### config.mk
export PLATFORM = sky130hd
export DESIGN_NAME = clk_src_switch
export DESIGN_NICKNAME = d
export VERILOG_FILES = /design/src/rtl/clk_switch_pkg.sv /design/src/rtl/osc_stab_timer.sv /design/src/rtl/clk_ctrl_regs.sv /design/src/rtl/clk_sel_ctrl.sv /design/src/rtl/clk_src_switch.sv
export SDC_FILE = /design/constraint.sdc
export NUM_CORES = 1
export LEC_CHECK = 0
export ABC_CLOCK_PERIOD_IN_PS = 1500
export BUFFER_PORTS_ARGS = -buffer_cell sky130_fd_sc_hd__buf_4
export CORE_AREA = 2 2 58 60
export DETAILED_ROUTE_END_ITERATION = 8
export DIE_AREA = 0 0 60 62
export GPL_ROUTABILITY_DRIVEN = 0
export GPL_TIMING_DRIVEN = 0
export PLACE_DENSITY = 0.64
export RECOVER_POWER = 25
export SETUP_SLACK_MARGIN = 0.5
export SYNTH_ARGS = -nofsm -noshare
export SYNTH_HDL_FRONTEND = slang
export SYNTH_SLANG_ARGS = --single-unit
### constraint.sdc
create_clock -name clk -period 1.5 [get_ports clk]
set_input_delay 0.3 -clock clk [delete_from_list [all_inputs] [get_ports clk]]
set_output_delay 0.3 -clock clk [all_outputs]
set_load 0.005 [all_outputs]
### src/rtl/clk_switch_pkg.sv
// Package: shared codes, register bit positions and decode helpers for the
// master clock source switch. Assumes three startable sources plus an RC
// source that is always running.
package clk_switch_pkg;

    localparam int REG_W    = 8;
    localparam int CODE_W   = 3;
    localparam int N_OSC    = 3;       // main, sub, PLL
    localparam int CODE_LSB = 5;

    // Oscillator index order inside enable/ready vectors
    localparam int OSC_MAIN = 0;
    localparam int OSC_SUB  = 1;
    localparam int OSC_PLL  = 2;

    // Bit position of each oscillator's enable/ready bit in the 8-bit words
    localparam int POS_MAIN = 1;
    localparam int POS_SUB  = 3;
    localparam int POS_PLL  = 4;

    typedef enum logic [CODE_W-1:0] {
        SRC_HSRC = 3'b000,
        SRC_MAIN = 3'b001,
        SRC_PLL  = 3'b010,
        SRC_SUB  = 3'b100
    } src_e;

    // Map a raw request code to a defined source; undefined codes mean RC.
    function automatic src_e decode_req(input logic [CODE_W-1:0] code);
        case (code)
            3'b001:  return SRC_MAIN;
            3'b010:  return SRC_PLL;
            3'b100:  return SRC_SUB;
            default: return SRC_HSRC;
        endcase
    endfunction

    // Bit position inside the 8-bit word for oscillator index i.
    function automatic int osc_pos(input int i);
        case (i)
            OSC_MAIN: return POS_MAIN;
            OSC_SUB:  return POS_SUB;
            default:  return POS_PLL;
        endcase
    endfunction

    // Source code owned by oscillator index i.
    function automatic src_e osc_code(input int i);
        case (i)
            OSC_MAIN: return SRC_MAIN;
            OSC_SUB:  return SRC_SUB;
            default:  return SRC_PLL;
        endcase
    endfunction

    // Ready state of a source given the oscillator ready vector.
    function automatic logic src_ready(input src_e s, input logic [N_OSC-1:0] rdy);
        case (s)
            SRC_MAIN: return rdy[OSC_MAIN];
            SRC_SUB:  return rdy[OSC_SUB];
            SRC_PLL:  return rdy[OSC_PLL];
            default:  return 1'b1;
        endcase
    endfunction

endpackage

### src/rtl/osc_stab_timer.sv
// Module: osc_stab_timer
// Models one oscillator's start-up. Once the enable is seen high, the
// ready flag rises exactly WAIT clock edges after the edge that set the
// enable. The ready output is gated by the enable, so dropping the enable
// removes ready in the same cycle. Assumes WAIT >= 1.
module osc_stab_timer #(
    parameter int WAIT = 16
) (
    input  logic clk,
    input  logic rst_n,
    input  logic en,
    output logic ready
);
    localparam int CNT_W = (WAIT > 1) ? $clog2(WAIT) : 1;
    localparam logic [CNT_W-1:0] LAST = CNT_W'(WAIT - 1);

    logic [CNT_W-1:0] cnt_q;
    logic             done_q;

    // Count enabled cycles until the wait expires; restart when disabled.
    always_ff @(posedge clk) begin
        if (!rst_n || !en) begin
            cnt_q  <= '0;
            done_q <= 1'b0;
        end else if (!done_q) begin
            if (cnt_q == LAST) begin
                done_q <= 1'b1;
            end else begin
                cnt_q <= cnt_q + 1'b1;
            end
        end
    end

    // Ready only while still enabled.
    assign ready = done_q & en;

endmodule

### src/rtl/clk_ctrl_regs.sv
// Module: clk_ctrl_regs
// Holds the writable control word: the raw request code and the three
// oscillator enables. Reserved bits are never stored. The enable of the
// oscillator that is the active source is forced to stay set. Writes go
// to address 0 only.
module clk_ctrl_regs
    import clk_switch_pkg::*;
(
    input  logic                clk,
    input  logic                rst_n,
    input  logic                wr_en,
    input  logic                addr,
    input  logic [REG_W-1:0]    wdata,
    input  src_e                act,
    output logic [CODE_W-1:0]   req_code,
    output logic [N_OSC-1:0]    en_vec
);
    logic [N_OSC-1:0] wr_en_bits;
    logic [N_OSC-1:0] keep_bits;

    // Extract the enable bits from write data and mark the protected one.
    generate
        for (genvar g = 0; g < N_OSC; g++) begin : g_bits
            assign wr_en_bits[g] = wdata[osc_pos(g)];
            assign keep_bits[g]  = (act == osc_code(g));
        end
    endgenerate

    // Capture control writes; cleared only by hardware reset.
    always_ff @(posedge clk) begin
        if (!rst_n) begin
            req_code <= '0;
            en_vec   <= '0;
        end else if (wr_en && !addr) begin
            req_code <= wdata[CODE_LSB +: CODE_W];
            en_vec   <= wr_en_bits | keep_bits;
        end
    end

endmodule

### src/rtl/clk_sel_ctrl.sv
// Module: clk_sel_ctrl
// Tracks the source that actually drives the master clock. It takes the
// decoded request on the first edge at which the requested source is
// ready, and otherwise holds. Assumes the RC source is always ready.
module clk_sel_ctrl
    import clk_switch_pkg::*;
(
    input  logic                clk,
    input  logic                rst_n,
    input  logic [CODE_W-1:0]   req_code,
    input  logic [N_OSC-1:0]    rdy_vec,
    output src_e                act
);
    src_e req;
    logic req_ok;

    // Decode the request and look up its readiness.
    always_comb begin
        req    = decode_req(req_code);
        req_ok = src_ready(req, rdy_vec);
    end

    // Move to the requested source once it is ready.
    always_ff @(posedge clk) begin
        if (!rst_n) begin
            act <= SRC_HSRC;
        end else if (req_ok && (req != act)) begin
            act <= req;
        end
    end

endmodule

### src/rtl/clk_src_switch.sv
// Module: clk_src_switch (top)
// Master clock source switch. The control word (addr 0) requests a source
// and enables the oscillators. The status word (addr 1) reports the active
// source and the ready flags. Reads are combinational. Stabilisation times
// are parameters, given in clock cycles.
module clk_src_switch
    import clk_switch_pkg::*;
#(
    parameter int WAIT_MAIN = 16,
    parameter int WAIT_SUB  = 16,
    parameter int WAIT_PLL  = 16
) (
    input  logic        clk,
    input  logic        rst_n,
    input  logic        wr_en,
    input  logic        addr,
    input  logic [7:0]  wdata,
    output logic [7:0]  rdata,
    output logic [2:0]  act_sel
);
    localparam int WAITS [N_OSC] = '{WAIT_MAIN, WAIT_SUB, WAIT_PLL};

    logic [CODE_W-1:0] req_code;
    logic [N_OSC-1:0]  en_vec;
    logic [N_OSC-1:0]  rdy_vec;
    src_e              act;
    logic [REG_W-1:0]  ctrl_word;
    logic [REG_W-1:0]  stat_word;

    clk_ctrl_regs u_regs (
        .clk      (clk),
        .rst_n    (rst_n),
        .wr_en    (wr_en),
        .addr     (addr),
        .wdata    (wdata),
        .act      (act),
        .req_code (req_code),
        .en_vec   (en_vec)
    );

    // One stabilisation timer per startable oscillator.
    generate
        for (genvar g = 0; g < N_OSC; g++) begin : g_osc
            osc_stab_timer #(.WAIT(WAITS[g])) u_timer (
                .clk   (clk),
                .rst_n (rst_n),
                .en    (en_vec[g]),
                .ready (rdy_vec[g])
            );
        end
    endgenerate

    clk_sel_ctrl u_sel (
        .clk      (clk),
        .rst_n    (rst_n),
        .req_code (req_code),
        .rdy_vec  (rdy_vec),
        .act      (act)
    );

    // Assemble both words; reserved bits stay zero.
    always_comb begin
        ctrl_word = '0;
        stat_word = '0;
        ctrl_word[CODE_LSB +: CODE_W] = req_code;
        stat_word[CODE_LSB +: CODE_W] = act;
        for (int i = 0; i < N_OSC; i++) begin
            ctrl_word[osc_pos(i)] = en_vec[i];
            stat_word[osc_pos(i)] = rdy_vec[i];
        end
    end

    // Read mux by address.
    assign rdata   = addr ? stat_word : ctrl_word;
    assign act_sel = act;

endmodule

==> results.md <==
* Status: finished, final reports clean
* Layout Cells excl Fill at about 230
* Mapped Avg Cell Area at 9.07 µm²
* HP Start: wdata[4]
* Fraction of registers with async set/reset at 0
* Peak supply drop at roughly 0.00038 V
* Most frequent cells in the layout: buf_4, buf_6, nor2_1
* #FFs+latches synth at 24
* Detail Route Antenna Nets at 0
* Place WS at 205 ps
* Min setup slack post-route at approximately 72 ps
* TritonCTS clock tree: built
* Setup crit end kind: output pin
* Die extent in x at ~60 µm
* Max-Cap Viols at 0
* Max-slew violations at 0
* Setup Skew at between 1 and 1.5 ps
* Post-synthesis sequential area ratio at 0.408
* Final Hold Viols at 0
* Hold crit path type: input port to register
* Ports at 23
* GRT overflow at 0
* Worst EP arrival at around 1100 ps
* CTS sink count at 24
* NetSw at 287 µW
* Num CTS Buffers at 3
* Largest net degree at the start of global routing at 13
* P_leak at 0.000742 µW
* DRT Pass-1 Iters at 5
* Placed instance area at approximately 0.0014 mm²
* Final setup violating endpoints at 0
* Sequential share of power at 0.575
* Core area at 0.00318 mm²
* Final core occ at 0.575
* # diodes at 0
* DRT Wirelength at 2.75 mm
* RSZ-0062 raised after global routing: yes
* Worst EP required at approximately 1200 ps
* Post-route clock period utilization at 0.952
* Worst r2r dst: u_sel.act[1]
* Unique masters post-synth at 30
* Max stage delay on crit path at 340 ps
* Dominant synthesized flop cell: dfxtp_1
* Commonest non-fill, non-tap cell in the layout: buf_4
* Setup TNS Final at 0 ps
* Starting utilization of the core area at 0.371
* Slowest CP cell: dfxtp_2
* Clk_lat worst skew at approximately 300 ps
* Worst Reg-to-Reg Cells at 7
* Net Sw Frac at 0.250
* Die Height at between 60 and 70 µm
* Row cnt at 21
* PwrDens at about 630 mW/mm²
* Critical path type: register to output pin
* First-pass GRT wire length at around 4.4 mm
* # DRC at 0
* Dpl cells at between 150 and 200
* Combinational share of power at 0.180
* Mapped cell area at ~0.0012 mm²
* Iteration-0 DRC Markers at 10
* Clock Path Buffers at 2
* Yosys warns at 0
* Flop-to-flop setup slack at 110 ps
* Number of flops mapped to enable cells by yosys at 0
* Cell mode on critical path: buf_6
* Worst hold endpoint: u_regs.en_vec[2]
* Cells after Synth at 130
* Final Cell Area at between 0.0015 and 0.002 mm²
* Layout net count at slightly below 200
* Worst R2R Start: u_regs.req_code[1]
* Layout area overhead at 55.2%
* Initial antenna violation count at 0
* Fmax at 0.700 GHz
* Worst hold stages at 3
* Crit-path cells: buf_6 > mux2_4 > buf_6
* Vias at between 1k and 1.5k
* Clock group share of total power at 0.245
* Pint at approximately 860 µW
* CP startpoint kind: register
* Crit-path max FO at 2
* Vias in the first global route at approximately 1000
* Via-to-Cell Ratio at between 4 and 5
* Die area at 0.00372 mm²
* Wire per inst at ~12 µm
* Root buffer cell: clkbuf_4
* I/O Buffers at 18
* GRT Util Overall at 0.161
* Clock-pin slew on the worst setup and hold paths at between 100 and 150 ps
* HPWL after DPL at between 1.5 and 2 mm
* H-tree levels at 1
* Tmin final at between 1000 and 1500 ps
* Share of layout cells above drive strength 1 at 0.533
routing by layer:
metal	wire length (µm)	GRT usage	vias to the layer above
li1	-	-	544
met1	1270	0.204	487
met2	1380	0.275	17
met3	77	0.0248	2
met4	26	0.0667	0
met5	0	0	-
registers in the layout, indices dropped and copies added (netlist names):
register,cells
u_sel.act,3
g_osc.u_timer.done_q,3
u_regs.en_vec,3
u_regs.req_code,3
g_osc.u_timer.cnt_q,12
power by group through the flow:
stage / combinational, µW / sequential, µW / clock, µW
2_1_floorplan: 97.0 / 681 / 0
3_3_place_gp: 148 / 684 / 0
3_5_place_dp: 152 / 685 / 0
4_1_cts: 184 / 660 / 293
5_1_grt: 228 / 662 / 310
6_report: 207 / 660 / 281
layout make-up:
class                   instances  area (µm²)
fillers                       288        1350
repair buffers                 46         407
plain buffers                   7        56.3
inverters                       4        15.0
flip-flops and latches         24         514
multi-input cells              96         757
well taps                      46        57.6
clock buffers                   3        22.5
synthesized netlist by cell type, drive strengths merged (2+ instances only):
cell | count | area [µm²]
xor2 | 5 | 43.8
dfxtp | 24 | 480
mux2 | 3 | 33.8
a31oi | 4 | 50.1
nor2 | 19 | 71.3
mux2i | 7 | 70.1
ha | 3 | 37.5
nor3 | 2 | 10.0
inv | 4 | 15.0
o21ai | 7 | 38.8
buf | 6 | 50.0
nor2b | 6 | 52.6
nand2 | 12 | 45.0
a21oi | 10 | 50.1
xnor2 | 3 | 26.3
a21boi | 4 | 30.0
nand4 | 4 | 25.0
what timing repair did:
item	in CTS	in global routing
hold buffers	0	0
pin swaps	18	11
gates resized for setup	36	17
buffers inserted	20	8
setup endpoints to repair	23	27
critical path: cells and delay by family (launching register included):
kind | cells | cell delay (ps)
buffers and inverters | 2 | 220
muxes | 1 | 260
DFF | 1 | 340
worst max path at each step:
stage	cells after the start	slack (ps)	endpoint	start
2_1_floorplan	6	340	u_sel.act[1]	u_regs.req_code[1]
3_3_place_gp	5	260	u_sel.act[1]	g_osc[2].u_timer.done_q
3_5_place_dp	5	210	u_sel.act[1]	g_osc[2].u_timer.done_q
4_1_cts	3	60	rdata[5]	u_regs.req_code[0]
5_1_grt	7	20	u_sel.act[1]	u_regs.req_code[1]
6_report	3	70	rdata[6]	u_regs.req_code[1]
per-stage QoR:
step                      hold WS (ps)  total power [µW]
final                              238              1150
after CTS                          242              1140
after global placement             511               832
after detailed placement           514               837
after global routing               250              1200
after floorplan                    469               778
cells by family after synthesis:
group / after synthesis / synth area share
AO/OA/AOI/OAI: 26 / 0.154
XOR/XNOR: 8 / 0.0595
adder cells (fa/ha/maj): 3 / 0.0319
buffers and inverters: 11 / 0.0584
flip-flops: 24 / 0.408
multiplexers: 10 / 0.0881
other: 1 / 0.00318
AND/OR/NAND/NOR: 47 / 0.197
Power figures use the tool's default switching activity.
